`src/rtl/uart_irq_pkg.sv`:
```
package uart_irq_pkg;

    localparam int IRQ_W  = 13;
    localparam int LIVE_W = 14;
    localparam int N_EV   = 6;

    localparam int B_RX_TRIG     = 0;
    localparam int B_RX_EMPTY    = 1;
    localparam int B_RX_FULL     = 2;
    localparam int B_TX_EMPTY    = 3;
    localparam int B_TX_FULL     = 4;
    localparam int B_OVR         = 5;
    localparam int B_FRAME       = 6;
    localparam int B_PARITY      = 7;
    localparam int B_TMO         = 8;
    localparam int B_MODEM       = 9;
    localparam int B_TXTRIG_IRQ  = 10;
    localparam int B_RX_BUSY     = 10;
    localparam int B_TX_BUSY     = 11;
    localparam int B_TXOVF       = 12;
    localparam int B_TXTRIG_LIVE = 13;

    typedef enum logic [2:0] {
        SEL_MASK_SET  = 3'd0,
        SEL_MASK_CLR  = 3'd1,
        SEL_MASK_VIEW = 3'd2,
        SEL_STICKY    = 3'd3,
        SEL_LIVE      = 3'd4,
        SEL_RX_TRIG   = 3'd5,
        SEL_TX_TRIG   = 3'd6,
        SEL_NONE      = 3'd7
    } reg_sel_e;

    // Sticky bit position of event input i (order of the event vector)
    function automatic int ev_pos(input int i);
        case (i)
            0:       return B_OVR;
            1:       return B_FRAME;
            2:       return B_PARITY;
            3:       return B_TMO;
            4:       return B_MODEM;
            default: return B_TXOVF;
        endcase
    endfunction

endpackage

```
`src/rtl/uart_irq_live_flags.sv`:
```
module uart_irq_live_flags
    import uart_irq_pkg::*;
#(
    parameter int RX_DEPTH = 64,
    parameter int TX_DEPTH = 64,
    parameter int RX_CW    = 7,
    parameter int TX_CW    = 7
)(
    input  logic [RX_CW-1:0]  rx_count,
    input  logic [TX_CW-1:0]  tx_count,
    input  logic [RX_CW-1:0]  rx_trig,
    input  logic [TX_CW-1:0]  tx_trig,
    input  logic              rx_busy,
    input  logic              tx_busy,
    output logic [LIVE_W-1:0] live,
    output logic              tx_trig_hit
);
    localparam logic [RX_CW-1:0] RX_FULL_CNT = RX_CW'(RX_DEPTH);
    localparam logic [TX_CW-1:0] TX_FULL_CNT = TX_CW'(TX_DEPTH);

    always_comb begin
        tx_trig_hit         = (tx_count >= tx_trig);
        live                = '0;
        live[B_RX_TRIG]     = (rx_count >= rx_trig);
        live[B_RX_EMPTY]    = (rx_count == '0);
        live[B_RX_FULL]     = (rx_count == RX_FULL_CNT);
        live[B_TX_EMPTY]    = (tx_count == '0);
        live[B_TX_FULL]     = (tx_count == TX_FULL_CNT);
        live[B_RX_BUSY]     = rx_busy;
        live[B_TX_BUSY]     = tx_busy;
        live[B_TXTRIG_LIVE] = tx_trig_hit;
    end
endmodule

```
`src/rtl/uart_irq_trig_reg.sv`:
```
module uart_irq_trig_reg #(
    parameter int W       = 7,
    parameter int RST_VAL = 32
)(
    input  logic         clk,
    input  logic         rst_n,
    input  logic         load,
    input  logic [W-1:0] load_val,
    output logic [W-1:0] level
);
    typedef struct packed {
        logic [W-1:0] level;
    } trig_state_t;

    trig_state_t st_d, st_q;

    always_comb begin
        st_d = st_q;
        if (load) begin
            st_d.level = load_val;
        end
    end

    always_ff @(posedge clk or negedge rst_n) begin
        if (!rst_n) begin
            st_q.level <= W'(RST_VAL);
        end else begin
            st_q <= st_d;
        end
    end

    assign level = st_q.level;
endmodule

```
`src/rtl/uart_irq_mask_reg.sv`:
```
module uart_irq_mask_reg
    import uart_irq_pkg::*;
(
    input  logic             clk,
    input  logic             rst_n,
    input  logic             set_stb,
    input  logic             clr_stb,
    input  logic [IRQ_W-1:0] wbits,
    output logic [IRQ_W-1:0] mask
);
    typedef struct packed {
        logic [IRQ_W-1:0] mask;
    } mask_state_t;

    mask_state_t st_d, st_q;

    always_comb begin
        st_d = st_q;
        if (set_stb) begin
            st_d.mask = st_q.mask | wbits;
        end
        if (clr_stb) begin
            st_d.mask = st_d.mask & ~wbits;
        end
    end

    always_ff @(posedge clk or negedge rst_n) begin
        if (!rst_n) begin
            st_q <= '0;
        end else begin
            st_q <= st_d;
        end
    end

    assign mask = st_q.mask;
endmodule

```
`src/rtl/uart_irq_sticky_reg.sv`:
```
module uart_irq_sticky_reg
    import uart_irq_pkg::*;
(
    input  logic             clk,
    input  logic             rst_n,
    input  logic [4:0]       live_low,
    input  logic             tx_trig_hit,
    input  logic [N_EV-1:0]  ev,
    input  logic             clr_stb,
    input  logic [IRQ_W-1:0] wbits,
    output logic [IRQ_W-1:0] sticky
);
    typedef struct packed {
        logic [IRQ_W-1:0] bits;
    } sticky_state_t;

    sticky_state_t    st_d, st_q;
    logic [IRQ_W-1:0] set_vec;
    logic [IRQ_W-1:0] clr_vec;

    always_comb begin
        set_vec               = '0;
        set_vec[4:0]          = live_low;
        set_vec[B_TXTRIG_IRQ] = tx_trig_hit;
        for (int i = 0; i < N_EV; i++) begin
            if (ev[i]) begin
                set_vec[ev_pos(i)] = 1'b1;
            end
        end
        clr_vec = clr_stb ? wbits : '0;
        // setting conditions are applied after the clear so they win
        st_d      = st_q;
        st_d.bits = (st_q.bits & ~clr_vec) | set_vec;
    end

    always_ff @(posedge clk or negedge rst_n) begin
        if (!rst_n) begin
            st_q <= '0;
        end else begin
            st_q <= st_d;
        end
    end

    assign sticky = st_q.bits;
endmodule

```
`src/rtl/uart_irq_unit.sv`:
```
module uart_irq_unit
    import uart_irq_pkg::*;
#(
    parameter  int REG_W    = 32,
    parameter  int RX_DEPTH = 64,
    parameter  int TX_DEPTH = 64,
    parameter  int TRIG_RST = 32,
    localparam int RX_CW    = $clog2(RX_DEPTH + 1),
    localparam int TX_CW    = $clog2(TX_DEPTH + 1)
)(
    input  logic             clk,
    input  logic             rst_n,
    input  logic             wr_en,
    input  logic [2:0]       wr_sel,
    input  logic [REG_W-1:0] wr_data,
    input  logic [2:0]       rd_sel,
    output logic [REG_W-1:0] rd_data,
    input  logic [RX_CW-1:0] rx_count,
    input  logic [TX_CW-1:0] tx_count,
    input  logic             rx_busy,
    input  logic             tx_busy,
    input  logic             ev_rx_ovr,
    input  logic             ev_frame_err,
    input  logic             ev_parity_err,
    input  logic             ev_rx_timeout,
    input  logic             ev_modem,
    input  logic             ev_tx_ovf,
    output logic             irq
);
    logic [RX_CW-1:0]  rx_trig;
    logic [TX_CW-1:0]  tx_trig;
    logic [LIVE_W-1:0] live;
    logic              tx_trig_hit;
    logic [IRQ_W-1:0]  mask_vec;
    logic [IRQ_W-1:0]  sticky_vec;
    logic [N_EV-1:0]   ev_vec;
    logic              wr_mset, wr_mclr, wr_sticky, wr_rxt, wr_txt;
    reg_sel_e          wsel, rsel;

    always_comb begin
        wsel      = reg_sel_e'(wr_sel);
        wr_mset   = wr_en && (wsel == SEL_MASK_SET);
        wr_mclr   = wr_en && (wsel == SEL_MASK_CLR);
        wr_sticky = wr_en && (wsel == SEL_STICKY);
        wr_rxt    = wr_en && (wsel == SEL_RX_TRIG);
        wr_txt    = wr_en && (wsel == SEL_TX_TRIG);
        ev_vec    = {ev_tx_ovf, ev_modem, ev_rx_timeout,
                     ev_parity_err, ev_frame_err, ev_rx_ovr};
    end

    uart_irq_trig_reg #(.W(RX_CW), .RST_VAL(TRIG_RST)) i_rx_trig (
        .clk(clk), .rst_n(rst_n), .load(wr_rxt),
        .load_val(wr_data[RX_CW-1:0]), .level(rx_trig)
    );

    uart_irq_trig_reg #(.W(TX_CW), .RST_VAL(TRIG_RST)) i_tx_trig (
        .clk(clk), .rst_n(rst_n), .load(wr_txt),
        .load_val(wr_data[TX_CW-1:0]), .level(tx_trig)
    );

    uart_irq_live_flags #(
        .RX_DEPTH(RX_DEPTH), .TX_DEPTH(TX_DEPTH), .RX_CW(RX_CW), .TX_CW(TX_CW)
    ) i_live (
        .rx_count(rx_count), .tx_count(tx_count),
        .rx_trig(rx_trig), .tx_trig(tx_trig),
        .rx_busy(rx_busy), .tx_busy(tx_busy),
        .live(live), .tx_trig_hit(tx_trig_hit)
    );

    uart_irq_mask_reg i_mask (
        .clk(clk), .rst_n(rst_n), .set_stb(wr_mset), .clr_stb(wr_mclr),
        .wbits(wr_data[IRQ_W-1:0]), .mask(mask_vec)
    );

    uart_irq_sticky_reg i_sticky (
        .clk(clk), .rst_n(rst_n), .live_low(live[4:0]),
        .tx_trig_hit(tx_trig_hit), .ev(ev_vec), .clr_stb(wr_sticky),
        .wbits(wr_data[IRQ_W-1:0]), .sticky(sticky_vec)
    );

    always_comb begin
        rsel    = reg_sel_e'(rd_sel);
        rd_data = '0;
        case (rsel)
            SEL_MASK_VIEW: rd_data[IRQ_W-1:0]  = mask_vec;
            SEL_STICKY:    rd_data[IRQ_W-1:0]  = sticky_vec;
            SEL_LIVE:      rd_data[LIVE_W-1:0] = live;
            SEL_RX_TRIG:   rd_data[RX_CW-1:0]  = rx_trig;
            SEL_TX_TRIG:   rd_data[TX_CW-1:0]  = tx_trig;
            default:       rd_data             = '0;
        endcase
        irq = |(mask_vec & sticky_vec);
    end
endmodule

```
`config.mk`:
```
export PLATFORM = sky130hd
export DESIGN_NAME = uart_irq_unit
export DESIGN_NICKNAME = d
export VERILOG_FILES = /design/src/rtl/uart_irq_pkg.sv /design/src/rtl/uart_irq_live_flags.sv /design/src/rtl/uart_irq_trig_reg.sv /design/src/rtl/uart_irq_mask_reg.sv /design/src/rtl/uart_irq_sticky_reg.sv /design/src/rtl/uart_irq_unit.sv
export SDC_FILE = /design/constraint.sdc
export NUM_CORES = 1
export LEC_CHECK = 0
export BUFFER_PORTS_ARGS = -buffer_cell sky130_fd_sc_hd__buf_2
export CAP_MARGIN = 20
export CORE_UTILIZATION = 49
export CTS_BUF_LIST = sky130_fd_sc_hd__clkbuf_16
export DETAILED_ROUTE_END_ITERATION = 10
export PLACE_DENSITY_LB_ADDON = 0.2
export SLEW_MARGIN = 20
export SYNTH_ARGS = -nofsm -noshare
export SYNTH_HDL_FRONTEND = slang
export SYNTH_SLANG_ARGS = --single-unit
```
`constraint.sdc`:
```
create_clock -name clk -period 2.4 [get_ports clk]
set_input_delay 0.48 -clock clk [delete_from_list [all_inputs] [get_ports clk]]
set_output_delay 0.48 -clock clk [all_outputs]
set_load 0.005 [all_outputs]
```
==> metrics.yaml, run 1 <==
finish:
  mostFrequentLayoutCell: "buf_2"
  area.growth.synth_to_final_pct: 19.8
  antenna_cells: 0
  final-instance-count-excl-fill: 386
  nFillCells: 434
  top_library_cells_by_usage_in_the_layout_fill_and_taps_aside: "58 x buf_2, 38 x dfrtp_1, 28 x nand2_1, 28 x a21oi_1, 18 x conb_1"
  postLayoutCoreUtil: 0.624
  post_route_cells_drive_above_1_share: 0.332
  nets: 395
setup_path:
  cp.required_ps: 1920
  reg2regPathDepth: 7
  register_to_register_setup_slack_ps: 750
  worst_r2r_startpoint: "i_rx_trig.level[2]$_DFFE_PN0P_"
  worst_setup_path_end_kind: "output pin"
  start_to_end_type_of_the_worst_setup_path: "flop to output pin"
  cp.arrival_ps: 1900
  critPathMaxFanout: 2
  cp-start-kind: "flop"
  timing.rr.end: "i_sticky.sticky[0]$_DFF_PN0_"
power:
  p_per_area_nw_per_um2: 692
  leakagePower_uw: 0.00144
  vdd_ir_drop_max_v: 0.000620
global_routing:
  via_count_of_the_first_global_routing_pass: 1914
  grt_pass1_wl_um: 9350
  grt_start_max_net_pins: 41
  antenna_violations_before_repair: 0
  grt_overflow_total: 0
  total_global_routing_track_utilization: 0.232
timing:
  final-max-slew-violation-count: 0
  hold_slack_ps: 307
  worst_clock_skew_ps: 4.19
  finalCritPeriodShare: 0.991
  max_slew.worst_pin.slew_ps: 858
  post-route-min-period_ps: 2380
  postLayoutSetupSlackWorst_ps: 20.9
  final-hold-violation-count: 0
  slew_headroom: 0.428
  max_clock_freq_mhz: 420
  finalSetupTns_ps: 0
  report.final.setup_viol: 0
  grt_setup_unrepaired: "yes"
cts:
  worst_setup_hold_path_clk_slew_ps: 60
  cts.htree.levels: 2
  clock_sinks: 40
  clock_tree_from_tritoncts: "done"
  clock-root-buffer: "clkbuf_16"
  cts_made_buffers: 5
  postCtsHoldBufs: 0
  source_to_sink_clock_delay_at_the_later_pin_of_the_worst_skew_pair_ps: 280
  cts.path.max_buffers: 2
floorplanning:
  total_die_area_um2: 5410
  pin_count: 96
  start_util: 0.521
  placeableCoreArea_um2: 4820
  num_rows: 25
  fp.dieH_um: 73.6
  die_x_um: 73.6
synth:
  avgSynthCellArea_um2: 9.88
  synth_enable_flop_cells: 0
  synthesis.yosys.warnings: 0
  post_synth_num_cell_types: 39
  synth_seq_area_share: 0.400
  synthesis.area_um2: 2510
  ys_seq_elements: 40
  synthesis.instances: 254
  synth-async-reset-ratio: 1.00
  ys_dominant_reg_cell: "dfrtp_1"
routing:
  wl_um: 5900
  vias: 2057
  initialDrtViolationCount: 128
  wl_per_cell_um: 15.3
  detail_route.vias_per_cell: 5.33
  ant_nets: 0
  drcViolationCount: 0
  drt_pass1_iterations: 4
placed_design:
  finalWeightedCongestion: 0.793
  hpwlAfterDp_um: 4280
  place_inst: 376
  preCtsSetupSlack_ps: 133
  io_buffers: 58
flow_run:
  max_cap_viol_count: 0
min_path:
  hold_class: "primary input to asynchronous set/reset pin"
outcome:
  run_status: "completed"
-- worst max-delay path: stages, from the launching register on --
cell and delay, ps:
dfrtp_1 350, inv_1 50, ha_1 310, a21o_1 180, a31oi_2 170, o2bb2ai_2 90
a221o_1 330, buf_2 140
-- through the flow --
stage	instance area (µm²)	total power, µW
after detailed placement	2820	1390
after global routing	3010	2200
final	3010	2080
after floorplan	2570	1220
after global placement	2820	1370
after CTS	2970	2050
-- layer usage --
| layer | GRT usage | routed length, µm | vias up | part of all wire |
|---|---|---|---|---|
| met5 | 0 | 0 | - | 0 |
| met4 | 0.0534 | 51 | 0 | 0.0086 |
| met3 | 0.0549 | 326 | 4 | 0.055 |
| met2 | 0.375 | 2850 | 61 | 0.48 |
| met1 | 0.318 | 2670 | 984 | 0.45 |
| li1 | - | - | 1008 | - |
-- area by class of cell --
class                           count  area (µm²)  area share
Multi-Input combinational cell    189        1370       0.455
Sequential cell                    40        1000       0.334
Timing Repair Buffer               65         343       0.114
Clock buffer                        5         125      0.0416
Tap cell                           67        83.8      0.0279
Inverter                           17        63.8      0.0212
Clock inverter                      3        18.8     0.00624
-- cell usage after synthesis, drive strengths merged, types with 3 or more instances --
master | n | share of area
nor2 | 5 | 0.0075
a21oi | 29 | 0.058
mux2 | 15 | 0.067
a22o | 9 | 0.032
mux2i | 12 | 0.048
o21ai | 8 | 0.016
nand4 | 3 | 0.0075
nand3 | 6 | 0.012
inv | 17 | 0.025
buf | 24 | 0.066
dfrtp | 38 | 0.38
nand2b | 3 | 0.0075
nor2b | 3 | 0.0075
a21o | 9 | 0.027
ha | 14 | 0.070
nand2 | 28 | 0.042
-- where the power goes --
group	switching, µW	internal [µW]
clock network	265	383
logic	265	272
registers	99.5	797
-- worst max path at each step --
stage               depth (start not counted)    endpoint                            from
floorplan                                   6  rd_data[0]                     rx_count[0]
global placement                            8  rd_data[0]                     rx_count[0]
detailed placement                          6  rd_data[1]                     rx_count[2]
CTS                                         7  rd_data[0]  i_rx_trig.level[5]$_DFFE_PN1P_
global route                                7  rd_data[0]  i_rx_trig.level[5]$_DFFE_PN1P_
finish                                      7  rd_data[0]  i_rx_trig.level[2]$_DFFE_PN0P_
-- kinds of logic (layout without fill, tap and decap cells) --
logic type | after synthesis | in the layout | synth area share
AO/OA/AOI/OAI | 70 | 70 | 0.187
adder cells (fa/ha/maj) | 14 | 14 | 0.0698
buffers and inverters | 42 | 90 | 0.0927
flip-flops | 40 | 40 | 0.400
multiplexers | 27 | 27 | 0.115
other | 1 | 18 | 0.00149
AND/OR/NAND/NOR | 60 | 60 | 0.134
-- timing repair --
item / 4_1_cts / 5_1_grt
resized for setup: 1 / 6
setup buffers: 0 / 2
setup endpoints to repair: 1 / 2
pin swaps: 1 / 4
No activity file was read; power rests on OpenSTA's default activity.
==> inputs of run 2 (changes only) <==
--- a/config.mk
+++ b/config.mk
@@ -11,6 +11,7 @@
 export CTS_BUF_LIST = sky130_fd_sc_hd__clkbuf_16
 export DETAILED_ROUTE_END_ITERATION = 10
 export PLACE_DENSITY_LB_ADDON = 0.2
+export RECOVER_POWER = 100
 export SLEW_MARGIN = 20
 export SYNTH_ARGS = -nofsm -noshare
 export SYNTH_HDL_FRONTEND = slang
==> metrics.yaml, run 2 (synthesized netlist as in run 1, its figures left out) <==
timing:
  slew_headroom: 0.356  # -0.0720
  finalSetupTns_ps: 0  # unchanged
  max_slew.worst_pin.slew_ps: 966  # +108 ps
  final-hold-violation-count: 0  # unchanged
  hold_slack_ps: 347  # +39.8 ps
  report.final.setup_viol: 0  # unchanged
  final-max-slew-violation-count: 0  # unchanged
  grt_setup_unrepaired: "yes"
  worst_clock_skew_ps: 4.61  # +0.413 ps
  finalCritPeriodShare: 0.989  # -0.00262
  postLayoutSetupSlackWorst_ps: 27.2  # +6.30 ps
  max_clock_freq_mhz: 421  # +0.27%
  post-route-min-period_ps: 2370  # -6.30 ps
placed_design:
  io_buffers: 58  # unchanged
  hpwlAfterDp_um: 4280  # unchanged
  finalWeightedCongestion: 0.793  # unchanged
  preCtsSetupSlack_ps: 133  # unchanged
cts:
  clock-root-buffer: "clkbuf_16"
  cts.path.max_buffers: 2  # unchanged
  clock_tree_from_tritoncts: "done"
  cts.htree.levels: 2  # unchanged
  worst_setup_hold_path_clk_slew_ps: 60  # about the same
  postCtsHoldBufs: 0  # unchanged
  clock_sinks: 40  # unchanged
  cts_made_buffers: 5  # unchanged
  source_to_sink_clock_delay_at_the_later_pin_of_the_worst_skew_pair_ps: 280  # about the same
global_routing:
  via_count_of_the_first_global_routing_pass: 1914  # unchanged
  grt_start_max_net_pins: 41  # unchanged
  grt_overflow_total: 0  # unchanged
  antenna_violations_before_repair: 0  # unchanged
  grt_pass1_wl_um: 9350  # unchanged
  total_global_routing_track_utilization: 0.232  # unchanged
outcome:
  run_status: "completed"
routing:
  wl_per_cell_um: 15.3  # -0.20%
  vias: 2053  # -0.19%
  drcViolationCount: 0  # unchanged
  ant_nets: 0  # unchanged
  wl_um: 5890  # -0.20%
  initialDrtViolationCount: 111  # -13%
  drt_pass1_iterations: 4  # unchanged
  detail_route.vias_per_cell: 5.32  # -0.19%
finish:
  post_route_cells_drive_above_1_share: 0.298  # -0.0345
  nets: 395  # unchanged
  antenna_cells: 0  # unchanged
  top_library_cells_by_usage_in_the_layout_fill_and_taps_aside: "45 x buf_2, 38 x dfrtp_1, 28 x nand2_1, 28 x a21oi_1, 18 x conb_1"
  mostFrequentLayoutCell: "buf_2"
  postLayoutCoreUtil: 0.620  # -0.00468
  nFillCells: 444  # +2.3%
  area.growth.synth_to_final_pct: 18.9
setup_path:
  start_to_end_type_of_the_worst_setup_path: "flop to output pin"
  cp-start-kind: "flop"
  critical-path-max-stage-delay_ps: 350  # about the same
  cpMaxStageDelayCell: "dfrtp_1"
  worst_setup_path_end_kind: "output pin"
  cp.arrival_ps: 1890  # about the same
  cp.required_ps: 1920  # about the same
  critPathMaxFanout: 2  # unchanged
  crit_path_cell_trace: "inv_1, ha_1, a21o_1, a31oi_2, o2bb2ai_2, a221o_1, buf_2"
  cp_top_family: "compound AO/OA/AOI/OAI gates"
  critical_path_buffers_and_inverters: 2  # unchanged
floorplanning:
  total_die_area_um2: 5410  # unchanged
  fp.dieH_um: 73.6  # unchanged
  num_rows: 25  # unchanged
  placeableCoreArea_um2: 4820  # unchanged
  die_x_um: 73.6  # unchanged
  start_util: 0.521  # unchanged
  pin_count: 96  # unchanged
power:
  p_per_area_nw_per_um2: 694  # +0.41%
  vdd_ir_drop_max_v: 0.000622  # +0.26%
  leakagePower_uw: 0.00141  # -2.5%
  report.power.total_uw: 2070  # -0.34%
flow_run:
  max_cap_viol_count: 0  # unchanged
min_path:
  hold_class: "primary input to asynchronous set/reset pin"
run 2: cell count changes in the layout (fill, tap and decap cells not counted):
| cell | before | now |
|---|---|---|
| buf_2 | 58 | 45 |
| clkbuf_1 | 0 | 10 |
| nor3b_2 | 2 | 1 |
| clkbuf_2 | 0 | 5 |
| nor3b_1 | 0 | 1 |
| buf_4 | 7 | 5 |
run 2: through the flow:
step	cell area (µm²)	std cells
floorplan	2570	271
global placement	2820	376
detailed placement	2820	376
CTS	2970	384
global route	2990	386
finish	2990	386
run 2: final cells by class:
cell class / instances / area, µm² / share of cell area
clock buffers: 5 / 125 / 0.0419
flip-flops and latches: 40 / 1000 / 0.336
clock inverters: 3 / 18.8 / 0.00629
well taps: 67 / 83.8 / 0.0281
multi-input cells: 189 / 1370 / 0.457
inverters: 17 / 63.8 / 0.0214
repair buffers: 65 / 325 / 0.109
run 2: final timing paths:
path	startpoint	to	slack, ps	cells after the start
setup / recovery	i_rx_trig.level[2]$_DFFE_PN0P_	rd_data[0]	30	7
hold / removal	rst_n	i_sticky.sticky[7]$_DFF_PN0_	350	1
setup reg to reg	i_rx_trig.level[2]$_DFFE_PN0P_	i_sticky.sticky[0]$_DFF_PN0_	750	7
hold reg to reg	i_sticky.sticky[10]$_DFF_PN0_	i_sticky.sticky[10]$_DFF_PN0_	510	1
max in group asynchronous	rst_n	i_rx_trig.level[1]$_DFFE_PN0P_	1460	1
min in group clk	ev_frame_err	i_sticky.sticky[6]$_DFF_PN0_	370	2
run 2: what timing repair did:
action | CTS | global route
pin swaps | 1 | 4
setup buffers | 0 | 2
resized for setup | 1 | 6
setup endpoints to repair | 1 | 2
run 2: routing by layer:
metal,wire (µm),up-vias,GRT usage
li1,-,1006,-
met1,2700,976,0.318
met2,2820,65,0.375
met3,323,6,0.0549
met4,48,0,0.0534
met5,0,-,0
run 2: power breakdown:
part	switching (µW)	internal, µW	leakage, µW	total (µW)
combinational	265	267	0.000871	533
clock	262	383	0.0000736	644
sequential	99.5	797	0.000460	896
==> inputs of run 3 (changes only) <==
--- a/config.mk
+++ b/config.mk
@@ -5,9 +5,9 @@
 export SDC_FILE = /design/constraint.sdc
 export NUM_CORES = 1
 export LEC_CHECK = 0
+export ABC_AREA = 1
 export BUFFER_PORTS_ARGS = -buffer_cell sky130_fd_sc_hd__buf_2
-export CAP_MARGIN = 20
-export CORE_UTILIZATION = 49
+export CORE_UTILIZATION = 50
 export CTS_BUF_LIST = sky130_fd_sc_hd__clkbuf_16
 export DETAILED_ROUTE_END_ITERATION = 10
 export PLACE_DENSITY_LB_ADDON = 0.2
@@ -15,4 +15,5 @@
 export SLEW_MARGIN = 20
 export SYNTH_ARGS = -nofsm -noshare
 export SYNTH_HDL_FRONTEND = slang
+export SYNTH_HIERARCHICAL = 1
 export SYNTH_SLANG_ARGS = --single-unit
==> metrics.yaml, run 3 <==
synth:
  synth_top_cells_by_area: "dfrtp_1 32%, nand2_1 27%, buf_4 7.5%"
  synthesis.yosys.warnings: 6  # +6
  post-synth-top-count-cell: "nand2_1"
  synth-async-reset-ratio: 1.00  # unchanged
  synthTopCellsByCount: "219 x nand2_1, 59 x inv_1, 38 x dfrtp_1"
  ys_seq_elements: 40  # unchanged
  post_synth_num_cell_types: 22  # -44%
  ys_dominant_reg_cell: "dfrtp_1"
  synthesis.instances: 466  # +83%
  synth_seq_area_share: 0.334  # -0.0658
  synth_enable_flop_cells: 0  # unchanged
  synthesis.area_um2: 3000  # +20%
  avgSynthCellArea_um2: 6.45  # -35%
  synth_area_leader_cell: "dfrtp_1"
  synth_largest_type_area_fraction: 0.317  # -0.0623
global_routing:
  total_global_routing_track_utilization: 0.242  # +0.00920
  grt_pass1_wl_um: 11800  # +26%
  grt_start_max_net_pins: 26  # -37%
  grt_overflow_total: 0  # unchanged
  antenna_violations_before_repair: 0  # unchanged
  via_count_of_the_first_global_routing_pass: 2609  # +36%
placed_design:
  finalWeightedCongestion: 0.865  # +9.1%
  hpwlAfterDp_um: 5220  # +22%
  io_buffers: 58  # unchanged
cts:
  postCtsHoldBufs: 0  # unchanged
  clock-root-buffer: "clkbuf_16"
  clock_tree_from_tritoncts: "done"
  source_to_sink_clock_delay_at_the_later_pin_of_the_worst_skew_pair_ps: 280  # about the same
  clock_sinks: 40  # unchanged
  cts_made_buffers: 5  # unchanged
  cts.path.max_buffers: 2  # unchanged
  worst_setup_hold_path_clk_slew_ps: 60  # about the same
  cts.htree.levels: 2  # unchanged
setup_path:
  startpoint: "i_rx_trig/level[5]$_DFFE_PN1P_"
  worst_setup_path_end_kind: "output pin"
  reg2regPathDepth: 10  # +3
  cpMaxStageDelayCell: "dfstp_2"
  critical-path-max-stage-delay_ps: 540  # +190 ps
  start_to_end_type_of_the_worst_setup_path: "flop to output pin"
  worst_path_most_repeated_cell: "nand2_1"
  worst_r2r_startpoint: "i_rx_trig/level[5]$_DFFE_PN1P_"
  crit_path_cell_trace: "inv_2, ha_4, nand2_4, inv_2, a21oi_2, nand2_1, nand3_1, nand2_1, nor2_2, nand2_1, buf_2"
  cp-start-kind: "flop"
  cp.arrival_ps: 1880  # about the same
  timing.rr.end: "i_sticky/sticky[0]$_DFF_PN0_"
  critPathCapture: "rd_data[0]"
  critPathMaxFanout: 2  # unchanged
  cp.required_ps: 1920  # about the same
  register_to_register_setup_slack_ps: 800  # +50 ps
routing:
  drt_pass1_iterations: 4  # unchanged
  detail_route.vias_per_cell: 4.73  # -11%
  wl_per_cell_um: 11.8  # -23%
  ant_nets: 0  # unchanged
  wl_um: 7060  # +20%
  initialDrtViolationCount: 185  # +67%
  drcViolationCount: 0  # unchanged
  vias: 2835  # +38%
timing:
  max_clock_freq_mhz: 423  # +0.33%
  post-route-min-period_ps: 2360  # -7.78 ps
  finalSetupTns_ps: 0  # unchanged
  finalCritPeriodShare: 0.985  # -0.00324
  slew_headroom: 0.0845  # -0.272
  grt_setup_unrepaired: "yes"
  final-hold-violation-count: 0  # unchanged
  max_slew.worst_pin.slew_ps: 1370  # +408 ps
  worst_clock_skew_ps: 2.25  # -2.36 ps
  final-max-slew-violation-count: 0  # unchanged
  report.final.setup_viol: 0  # unchanged
power:
  power.share.combinational: 0.257  # about the same
  report.power.total_uw: 2190  # +5.4%
  leakagePower_uw: 0.00203  # +44%
  switching_share: 0.312  # +0.0102
  vdd_ir_drop_max_v: 0.000404  # -35%
  portion_of_total_power_attributed_to_the_clock_network: 0.339  # +0.028
  p_per_area_nw_per_um2: 638  # -8.2%
  sequentialPowerShare: 0.404  # -0.028
  power.internal_uw: 1500  # +3.9%
  net-switching-power_uw: 683  # +9.0%
finish:
  multi_input_area_um2: 1530  # +12%
  antenna_cells: 0  # unchanged
  layout.area.seq_um2: 1000  # unchanged
  nFillCells: 560  # +26%
  mostFrequentLayoutCell: "nand2_1"
  nets: 603  # +53%
  top_library_cells_by_usage_in_the_layout_fill_and_taps_aside: "218 x nand2_1, 60 x inv_1, 51 x buf_2, 38 x dfrtp_1"
  post_route_cells_drive_above_1_share: 0.175  # -0.123
  postLayoutCoreUtil: 0.607  # -0.0123
  area.growth.synth_to_final_pct: 14.1
floorplanning:
  die_x_um: 79.5  # +8.1%
  num_rows: 27  # +8.0%
  start_util: 0.532  # +0.0115
  fp.dieH_um: 79.5  # +8.1%
  pin_count: 96  # unchanged
  placeableCoreArea_um2: 5640  # +17%
  total_die_area_um2: 6320  # +17%
outcome:
  run_status: "completed"
min_path:
  hold_class: "primary input to flop"
flow_run:
  max_cap_viol_count: 0  # unchanged
## run 3: changes by cell type after synthesis, moves of 10 or more
cell,change
a21oi_1,-25
buf_4,+12
inv_1,+42
inv_2,+17
mux2_2,-15
mux2i_1,-12
nand2_1,+191
nand3_1,+10
nand4_1,+18
nor2_1,+20
## run 3: repair_timing
| item | 4_1_cts | 5_1_grt |
|---|---|---|
| pin swaps | 2 | 5 |
| resized for setup | 0 | 8 |
| endpoints found under the setup margin | 1 | 1 |
| buffers inserted | 2 | 2 |
## run 3: final cells by class
type                            instances  share of cell area
Sequential cell                        40               0.293
Multi-Input combinational cell        332               0.446
Clock buffer                            5              0.0365
Tap cell                               72              0.0263
Inverter                               77              0.0851
Timing Repair Buffer                   70               0.102
Clock inverter                          3              0.0110
## run 3: critical path, delay by kind of cell, from the launching register on
family          cells  cell delay (ps)
fa+ha+maj           1              220
compound gates      1              130
buf+inv             3              200
flops               1              540
simple gates        6              520
## run 3: per-stage QoR
step / instances / setup WS (ps) / area, µm² / hold slack, ps
final: 599 / 35.0 / 3430 / 380
after CTS: 597 / 16.7 / 3400 / 212
after global placement: 587 / 248 / 3230 / 461
after detailed placement: 587 / 208 / 3230 / 461
after floorplan: 488 / 570 / 3090 / 184
after global routing: 599 / -67.4 / 3430 / 392
## run 3: cells by family (layout without fill, tap and decap cells)
group	count (synthesis)	count (layout)	synth area share
simple gates	289	289	0.399
buf+inv	116	155	0.197
flops	40	40	0.334
compound gates	5	5	0.00916
other cells	2	24	0.00250
fa+ha+maj	14	14	0.0583
## run 3: worst min-delay path by stage
stage,startpoint,to,slack [ps],depth (start not counted)
after detailed placement,i_tx_trig/level[5]$_DFFE_PN1P_,i_tx_trig/level[5]$_DFFE_PN1P_,460,2
after global routing,ev_frame_err,i_sticky/sticky[6]$_DFF_PN0_,390,3
final,ev_modem,i_sticky/sticky[9]$_DFF_PN0_,380,3
after CTS,rst_n,i_mask/mask[9]$_DFF_PN0_,210,1
after floorplan,rst_n,i_mask/mask[0]$_DFF_PN0_,180,0
after global placement,i_tx_trig/level[5]$_DFFE_PN1P_,i_tx_trig/level[5]$_DFFE_PN1P_,460,2
## run 3: power groups by stage
stage,logic (µW),registers [µW],clock network (µW)
CTS,527,880,747
global placement,490,891,0
detailed placement,510,893,0
global route,658,899,778
finish,562,883,741
floorplan,390,868,0
## run 3: layer usage
layer	GRT usage	up-vias	part of all wire
met4	0.0782	0	0.016
met3	0.0400	9	0.066
met5	0	-	0
met1	0.317	1251	0.46
met2	0.403	100	0.46
li1	-	1475	-
